### src/rtl/rssi_ctrl.sv
module rssi_ctrl #(
  parameter int WINDOW_CYC = 650,
  parameter int SAMPLE_W   = 5
) (
  input  logic                clk,
  input  logic                rst_n,
  input  logic                rx_en,
  input  logic                carrier_det,
  input  logic                cd_force,
  output logic                adc_start,
  input  logic                adc_done,
  input  logic [SAMPLE_W-1:0] adc_sample,
  output logic [7:0]          rssi_status
);
  localparam int CW = $clog2(WINDOW_CYC + 1);

  typedef enum logic [1:0] {S_ARM, S_CONV, S_HALT} state_t;

  state_t              state;
  logic [CW-1:0]       run_cnt;
  logic [SAMPLE_W-1:0] sample_q;
  logic                valid_q;
  logic                cd;

  assign cd          = carrier_det | cd_force;
  assign rssi_status = {2'b00, valid_q, sample_q};

  always_ff @(posedge clk or negedge rst_n) begin
    if (!rst_n) begin
      state     <= S_ARM;
      run_cnt   <= '0;
      sample_q  <= '0;
      valid_q   <= 1'b0;
      adc_start <= 1'b0;
    end else if (!rx_en) begin
      state     <= S_ARM;
      run_cnt   <= '0;
      sample_q  <= '0;
      valid_q   <= 1'b0;
      adc_start <= 1'b0;
    end else begin
      adc_start <= 1'b0;
      case (state)
        S_ARM: begin
          if (!cd)
            run_cnt <= '0;
          else if (run_cnt == CW'(WINDOW_CYC)) begin
            run_cnt   <= '0;
            adc_start <= 1'b1;
            state     <= S_CONV;
          end else
            run_cnt <= run_cnt + 1'b1;
        end
        S_CONV: begin
          if (adc_done && !adc_start) begin
            sample_q <= adc_sample;
            valid_q  <= 1'b1;
            state    <= S_HALT;
          end
        end
        default: state <= S_HALT;
      endcase
    end
  end
endmodule

### config.mk
export PLATFORM = sky130hd
export DESIGN_NAME = rssi_ctrl
export DESIGN_NICKNAME = d
export VERILOG_FILES = /design/src/rtl/rssi_ctrl.sv
export SDC_FILE = /design/constraint.sdc
export NUM_CORES = 1
export LEC_CHECK = 0
export ABC_AREA = 1
export BUFFER_PORTS_ARGS = -buffer_cell sky130_fd_sc_hd__buf_4
export CAP_MARGIN = 20
export CORE_ASPECT_RATIO = 1.4
export CORE_MARGIN = 5
export CORE_UTILIZATION = 35
export DETAILED_ROUTE_END_ITERATION = 10
export PLACE_DENSITY = 0.58
export SKIP_CTS_REPAIR_TIMING = 1
export SYNTH_ARGS = -nofsm -noshare
export SYNTH_HDL_FRONTEND = slang
export SYNTH_SLANG_ARGS = --single-unit
### constraint.sdc
create_clock -name clk -period 1.8 [get_ports clk]
set_input_delay 0.09 -clock clk [delete_from_list [all_inputs] [get_ports clk]]
set_output_delay 0.09 -clock clk [all_outputs]
set_load 0.005 [all_outputs]
==> results of run 1 <==
[worst min path at each step]
stage	start	to
finish	adc_sample[2]	sample_q[2]$_DFFE_PN0P_
global route	adc_sample[4]	sample_q[4]$_DFFE_PN0P_
CTS	rst_n	sample_q[2]$_DFFE_PN0P_
detailed placement	rst_n	valid_q$_DFFE_PN0P_
global placement	rst_n	valid_q$_DFFE_PN0P_
floorplan	rst_n	adc_start$_DFF_PN0_
[Yosys cell counts]
cell type and count:
conb_1 1, nor3_1 1, o21bai_2 1, inv_1 13, dfrtp_1 19, nor2_2 4
a31oi_1 1, buf_2 1, o22ai_1 3, o21ai_1 4, nand2_4 1, nand2_2 3
xor2_1 3, o21bai_1 1, nand4_1 4, xnor2_1 1, buf_4 3, nand3b_1 1
nor2_1 10, nand3b_2 1, nand3_1 17, inv_2 2, a21boi_0 1, nor2_4 1
ha_1 2, nand2_1 30
[cells by family after synthesis]
family          count (synthesis)  synth area share [%]
simple gates                   73                 33.53
buf+inv                        19                 8.024
flops                          19                 45.51
compound gates                 11                 6.827
xor+xnor                        4                 3.354
fa+ha+maj                       2                 2.395
other cells                     1                0.3589
[state kept, by name (all words and copies together) (netlist names)]
register / count
sample_q: 5
adc_start: 1
valid_q: 1
state: 2
run_cnt: 10
[metal layers]
layer  vias to the layer above  global-route usage, %  share of wire, %
met1                       433                  13.24                43
met4                         0                  5.277               2.7
met3                         7                  3.259               6.1
met2                        25                  21.20                49
li1                        452                      -                 -
met5                         -                      0                 0
[metrics by stage]
| step | cells | total power [mW] |
|---|---|---|
| 6_report | 186 | 0.8219 |
| 5_1_grt | 186 | 0.8637 |
| 4_1_cts | 185 | 0.8317 |
| 3_5_place_dp | 181 | 0.5400 |
| 3_3_place_gp | 181 | 0.5376 |
| 2_1_floorplan | 130 | 0.4939 |
[worst register-to-register path, cell delays in order, from the launching register on]
cell and delay, ps:
dfrtp_1 460, inv_2 100, ha_1 150, nand3_1 90
nand3b_2 290, nand2_4 150, o21bai_1 90
[power breakdown]
part / internal (mW) / switching [mW] / leakage (nW)
clock: 0.157 / 0.134 / 0.0228
sequential: 0.439 / 0.0114 / 0.259
combinational: 0.0388 / 0.0416 / 0.356
[area by class of cell]
| type | count | share of cell area (%) |
|---|---|---|
| multi-input combinational | 92 | 38.91 |
| inverter | 15 | 4.478 |
| clock buffer | 4 | 3.582 |
| sequential | 19 | 37.81 |
| timing repair buffer | 19 | 11.54 |
| tap | 37 | 3.682 |
==> flow_summary.toml, run 1 <==
[outcome]
outcome = "completed"

[timing]
rsz0062_at_grt = "no"
setup_viol_count_final = 0
timing.fmax_ghz = 0.6931
period_share_pct = 80.15
finalCriticalPeriod_ps = 1443
finalHoldWorstSlack_ps = 61.90
fin_tns_setup_ps = 0
hold_viol = 0
maxSlewViolCount = 0
skew_ps = 1.327
finalWorstSetupSlack_ps = 357.2

[place]
dp_hpwl_um = 1717
place.gp.congestion = 0.8129
portBuffers = 17
dp_slack_ps = 369.2
dpl_cell_area_sq_um = 1202

[critical_path]
reg2regPathDepth = 6
worstPathArrival_ps = 1580
crit_path_end = "run_cnt[5]$_DFFE_PN0N_"
path_delay_family = "simple AND/OR/NAND/NOR gates"
cp-startpoint = "run_cnt[0]$_DFFE_PN0N_"
crit_type = "reg2reg"
endpoint_kind = "flop"
cp_data_required_time_ps = 1940
r2r_setup_slack_ps = 360
cp_slowest_cell = "dfrtp_1"
cp_max_fo = 8
r2r-end = "run_cnt[5]$_DFFE_PN0N_"
r2r_start = "run_cnt[0]$_DFFE_PN0N_"
cpPeakStageDelay_ps = 460
crit_chain = "inv_2, ha_1, nand3_1, nand3b_2, nand2_4, o21bai_1"
path_depth = 6
critical_path_buf_inv_count = 1
start_kind = "flop"

[finish]
layout_common_cells = "nand2_1 (30), dfrtp_1 (19), buf_4 (18), nand3_1 (17), inv_1 (13)"
area_delta_synth_final_pct = 20.36
final_core_util_pct = 43.70
layout.area.seq_sq_um = 475.5
fillCellCount = 291
multi_input_area_sq_um = 489.2
final_common_cell = "nand2_1"
drive_gt1_share_pct = 22.82
final_nets = 163
antenna_cells = 0
fin_area_sq_um = 1257

[route]
ant_nets = 0
first_iter_violations = 13
viasPerCell = 4.930
drc = 0
drt_first_pass_iters = 4
wire_per_inst_um = 11.54
drt-total-wl_um = 2147
vias = 917

[hold_path]
holdPathStages = 3
hold_class = "in2reg"

[floorplan]
die_h_um = 74.65
fp.dieArea_sq_um = 4193
num_rows = 23
start_util_pct = 36.30
num_io_pins = 20
die_w_um = 56.18
coreArea_sq_um = 2878

[clock_tree]
cts_tree = "yes"
cts-buffers-inserted = 3
clk_latency_ps = 250
clk_pin_slew_ps = 70
htree_num_levels = 1
cts.sinks = 19
clock_path_buffers = 2
cts_root_buffer = "clkbuf_8"

[synth]
yosysSeqAreaShare_pct = 45.51
avgSynthCellArea_sq_um = 8.099
ys_ff_latch = 19
ys_warn_count = 0
synth_cell_type_count = 26
yosysTopAreaCellShare_pct = 45.51
syn_inst = 129
synth.area.top_cells = "dfrtp_1 (46%), nand2_1 (11%), nand3_1 (8.1%)"
syn_area_sq_um = 1045
yosysTopAreaCell = "dfrtp_1"

[global_route]
grt_pass1_wl_um = 4015
grt_max_degree = 20
grt_pass1_vias = 937
antenna_found_initial = 0
grt_usage_pct = 11.84
grt_overflow = 0

[power_and_ir_drop]
max-vdd-ir-drop_mv = 0.3298
leakagePower_nw = 0.6382
p_per_area_nw_per_um2 = 653.6

[run]
maxCapViolations = 0
No activity file was read; power rests on OpenSTA's default activity.
==> inputs of run 2 (changes only) <==
==> constraint.sdc (replaced) <==
create_clock -name clk -period 1.4 [get_ports clk]
set_input_delay 0.07 -clock clk [delete_from_list [all_inputs] [get_ports clk]]
set_output_delay 0.07 -clock clk [all_outputs]
set_load 0.005 [all_outputs]
==> flow_summary.toml, run 2 (synthesized netlist as in run 1, its figures left out) <==
[place]
portBuffers = 17
dpl_cell_area_sq_um = 1217
dp.cells = 183
place.gp.congestion = 0.7849
dp_hpwl_um = 1730

[critical_path]
cp_slowest_cell = "dfrtp_1"
cp-startpoint = "run_cnt[0]$_DFFE_PN0N_"
reg2regPathDepth = 6
crit_chain = "inv_2, ha_1, nand3_1, nand3b_4, nand2_4, o21bai_1"
crit_type = "reg2reg"
start_kind = "flop"
r2r-end = "run_cnt[5]$_DFFE_PN0N_"
cp_max_fo = 8
endpoint_kind = "flop"
cpPeakStageDelay_ps = 410
r2r_start = "run_cnt[0]$_DFFE_PN0N_"
crit_path_end = "run_cnt[5]$_DFFE_PN0N_"
cp_data_required_time_ps = 1530
r2r_setup_slack_ps = 100
worstPathArrival_ps = 1430

[floorplan]
coreArea_sq_um = 2878
die_w_um = 56.18
fp.dieArea_sq_um = 4193
num_rows = 23
die_h_um = 74.65
num_io_pins = 20
start_util_pct = 36.30

[clock_tree]
cts_root_buffer = "clkbuf_8"
clock_path_buffers = 2
clk_latency_ps = 250
cts_tree = "yes"
htree_num_levels = 1
cts-buffers-inserted = 3
clk_pin_slew_ps = 70
cts.sinks = 19

[timing]
finalCriticalPeriod_ps = 1296
setup_viol_count_final = 0
timing.fmax_ghz = 0.7714
rsz0062_at_grt = "yes"
hold_viol = 0
skew_ps = 3.303
fin_tns_setup_ps = 0
period_share_pct = 92.59
finalHoldWorstSlack_ps = 44.04
maxSlewViolCount = 0

[power_and_ir_drop]
p_seq_share_pct = 54.4
leakagePower_nw = 0.6612
intPower_mw = 0.8197
switchingPower_mw = 0.2410
max-vdd-ir-drop_mv = 0.4496
swShare_pct = 22.72
p_total_mw = 1.061
combinationalPowerShare_pct = 10.3
clkPwrFrac_pct = 35.3
p_per_area_nw_per_um2 = 821.5

[finish]
largest-register = "run_cnt"
fin_area_sq_um = 1291
area_delta_synth_final_pct = 23.59
antenna_cells = 0
fin_cells = 188
layout_common_cells = "nand2_1 (30), buf_4 (20), dfrtp_1 (19), nand3_1 (17), inv_1 (13)"
final_common_cell = "nand2_1"
largest_register_ff_count = 10
reg_top3 = "run_cnt: 10 flops, sample_q: 5 flops, state: 2 flops"
drive_gt1_share_pct = 25.17
final_nets = 165

[route]
first_iter_violations = 21
drt_first_pass_iters = 4
drt-total-wl_um = 2275
wire_per_inst_um = 12.10
ant_nets = 0
drc = 0
viasPerCell = 4.803
vias = 903

[global_route]
grt_usage_pct = 12.00
grt_pass1_vias = 913
grt_max_degree = 20
grt_overflow = 0
antenna_found_initial = 0
grt_pass1_wl_um = 3974

[outcome]
outcome = "completed"

[run]
maxCapViolations = 0

[hold_path]
hold_class = "in2reg"
run 2: changes by cell type in the layout (fill, tap and decap cells not counted), sizes merged:
cell,previous run,this run
buf,18,20
run 2: worst min path at each step:
stage	from	slack, ps	to	depth (start not counted)
floorplan	rst_n	-230	adc_start$_DFF_PN0_	0
global placement	rst_n	-40	valid_q$_DFFE_PN0P_	1
detailed placement	rst_n	-40	valid_q$_DFFE_PN0P_	1
CTS	rst_n	-320	valid_q$_DFFE_PN0P_	1
global route	adc_sample[4]	50	sample_q[4]$_DFFE_PN0P_	3
finish	adc_sample[4]	40	sample_q[4]$_DFFE_PN0P_	3
run 2: critical path: cells and delay by family, from the launching register on:
family / cells / cell delay, ps
AOI/OAI and AO/OA: 1 / 100
adders and majority gates: 1 / 140
buffers and inverters: 1 / 80
DFF: 1 / 410
and+or+nand+nor: 3 / 440
run 2: power by group through the flow:
stage          logic [mW]  clock network (mW)  registers [mW]
3_3_place_gp        0.108                   0           0.586
2_1_floorplan      0.0464                   0           0.589
3_5_place_dp        0.108                   0           0.587
4_1_cts             0.109               0.392           0.576
5_1_grt             0.123               0.416           0.579
6_report            0.109               0.375           0.577
run 2: through the flow:
stage	setup WS, ps	util (%)
2_1_floorplan	129.0	-
3_3_place_gp	59.99	42.30
3_5_place_dp	37.42	42.30
4_1_cts	0.7945	43.87
5_1_grt	-12.95	44.87
6_report	103.7	44.87
run 2: layout make-up:
cell class,instances,area [sq um]
sequential,19,475.5
tap,37,46.29
fill,287,1587
inverter,15,56.30
clock buffer,4,45.04
timing repair buffer,21,160.2
multi-input combinational,92,508.0
run 2: layer usage:
metal,GRT usage (%),wire [um]
met1,12.31,949
met2,22.76,1146
met3,2.744,128
met4,6.332,50
met5,0,0
==> inputs of run 3 (changes only) <==
--- a/config.mk
+++ b/config.mk
@@ -5,14 +5,13 @@
 export SDC_FILE = /design/constraint.sdc
 export NUM_CORES = 1
 export LEC_CHECK = 0
-export ABC_AREA = 1
 export BUFFER_PORTS_ARGS = -buffer_cell sky130_fd_sc_hd__buf_4
 export CAP_MARGIN = 20
 export CORE_ASPECT_RATIO = 1.4
 export CORE_MARGIN = 5
-export CORE_UTILIZATION = 35
+export CORE_UTILIZATION = 45
 export DETAILED_ROUTE_END_ITERATION = 10
-export PLACE_DENSITY = 0.58
+export PLACE_DENSITY = 0.7
 export SKIP_CTS_REPAIR_TIMING = 1
 export SYNTH_ARGS = -nofsm -noshare
 export SYNTH_HDL_FRONTEND = slang
==> flow_summary.toml, run 3 <==
[critical_path]
endpoint_kind = "flop"
start_kind = "flop"
path_delay_family = "simple AND/OR/NAND/NOR gates"
cpPeakStageDelay_ps = 410
cp_slowest_cell = "dfrtp_1"
r2r_setup_slack_ps = -60
cp_data_required_time_ps = 1600
crit_chain = "nor4b_2, nand4_1, a31o_1, a22o_1"
crit_type = "reg2reg"
cp_max_fo = 4
worstPathArrival_ps = 1660
critical_path_buf_inv_count = 0

[route]
drt_first_pass_iters = 4
drc = 0
wire_per_inst_um = 14.51
drt-total-wl_um = 2278
first_iter_violations = 10
vias = 849
viasPerCell = 5.408
ant_nets = 0

[place]
place.gp.congestion = 0.7895
dp_slack_ps = -98.59
portBuffers = 17
dp_hpwl_um = 1634
dp.cells = 148

[outcome]
violations = "setup timing"
outcome = "finished, violations left"

[global_route]
antenna_found_initial = 0
grt_max_degree = 20
grt_pass1_wl_um = 3588
grt_overflow = 0
grt_pass1_vias = 833
grt_usage_pct = 14.01

[synth]
synth_edf_count = 0
yosysTopAreaCell = "dfrtp_1"
synth.area.top_cells = "dfrtp_1 (47%), mux2i_1 (4.9%), buf_4 (3.7%)"
async_flop_share_pct = 100.0
synth_cell_type_count = 36
syn_area_sq_um = 1013
ys_top_cells_by_count = "dfrtp_1 (19), nand2_1 (10), nor2b_1 (6)"
avgSynthCellArea_sq_um = 10.45
yosysTopAreaCellShare_pct = 46.91
ys_warn_count = 0
ys_ff_latch = 19
synth.most_common_cell = "dfrtp_1"
synth-main-ff-cell = "dfrtp_1"
syn_inst = 97
yosysSeqAreaShare_pct = 46.91

[timing]
setup_viol_count_final = 4
maxSlewViolCount = 0
timing.fmax_ghz = 0.6852
rsz0062_at_grt = "yes"
skew_ps = 5.200
period_share_pct = 104.2
finalCriticalPeriod_ps = 1459
finalHoldWorstSlack_ps = 32.40
hold_viol = 0
finalWorstSetupSlack_ps = -59.49
fin_tns_setup_ps = -153.2

[power_and_ir_drop]
max-vdd-ir-drop_mv = 0.3544
leakagePower_nw = 0.6435
p_per_area_nw_per_um2 = 679.7
p_total_mw = 0.9381

[run]
maxCapViolations = 0

[floorplan]
num_io_pins = 20
start_util_pct = 46.55
coreArea_sq_um = 2177
die_w_um = 50.11
num_rows = 20
fp.dieArea_sq_um = 3315
die_h_um = 66.15

[clock_tree]
cts_tree = "yes"
clock_path_buffers = 2
cts_root_buffer = "clkbuf_4"
clk_pin_slew_ps = 100
cts-buffers-inserted = 3
htree_num_levels = 1
cts.sinks = 19
clk_latency_ps = 300

[finish]
reg_top3 = "run_cnt: 10 flops, sample_q: 5 flops, state: 2 flops"
multi_input_area_sq_um = 540.5
antenna_cells = 0
final_nets = 149
fin_cells = 157
layout_common_cells = "buf_4 (37), dfrtp_1 (19), nand2_1 (10), nor2b_1 (6)"
drive_gt1_share_pct = 42.96
final_common_cell = "buf_4"
largest-register = "run_cnt"
layout.area.seq_sq_um = 475.5
largest_register_ff_count = 10
area_delta_synth_final_pct = 36.17
fillCellCount = 178

[hold_path]
hold_class = "in2reg"
[run 3: per-stage QoR]
stage / util [%] / instance area (sq um)
3_3_place_gp: 58.10 / 1265
2_1_floorplan: - / 1023
3_5_place_dp: 58.10 / 1265
5_1_grt: 63.39 / 1380
6_report: 63.39 / 1380
4_1_cts: 59.31 / 1291
[run 3: report_power, final]
group / total, mW / switching (mW) / internal [mW]
sequential: 0.561 / 0.00687 / 0.554
clock: 0.278 / 0.167 / 0.111
combinational: 0.0995 / 0.0500 / 0.0495
[run 3: logic make-up after synthesis]
family / count (synthesis) / synth area share, %
muxes: 5 / 4.938
adders and majority gates: 2 / 2.469
other: 1 / 0.3700
buffers and inverters: 9 / 5.185
AOI/OAI and AO/OA: 20 / 14.57
DFF: 19 / 46.91
and+or+nand+nor: 41 / 25.56
[run 3: tightest hold or removal path: stages]
cell,delay (ps)
buf_4,80
mux2i_1,50
nor2b_1,100
[run 3: layout make-up]
class / instances / area share [%]
multi-input combinational: 70 / 39.17
tap: 22 / 1.995
inverter: 3 / 0.8160
clock buffer: 4 / 1.904
sequential: 19 / 34.45
timing repair buffer: 39 / 21.67
[run 3: path summary, 6_finish.rpt]
check	depth (start not counted)	to	start
worst max-delay path	4	run_cnt[3]$_DFFE_PN0N_	run_cnt[4]$_DFFE_PN0N_
worst min-delay path	3	sample_q[4]$_DFFE_PN0P_	adc_sample[4]
worst max register to register	4	run_cnt[3]$_DFFE_PN0N_	run_cnt[4]$_DFFE_PN0N_
worst min register to register	1	valid_q$_DFFE_PN0P_	valid_q$_DFFE_PN0P_
max in group asynchronous	2	run_cnt[2]$_DFFE_PN0N_	rst_n
min in group asynchronous	2	sample_q[0]$_DFFE_PN0P_	rst_n
[run 3: metal layers]
metal  global-route usage, %  vias up  wire length (um)
met2                   25.79       19              1205
met4                   6.885        0                55
li1                        -      422                 -
met3                   3.386        5               112
met5                       0        -                 0
met1                   14.22      403               905
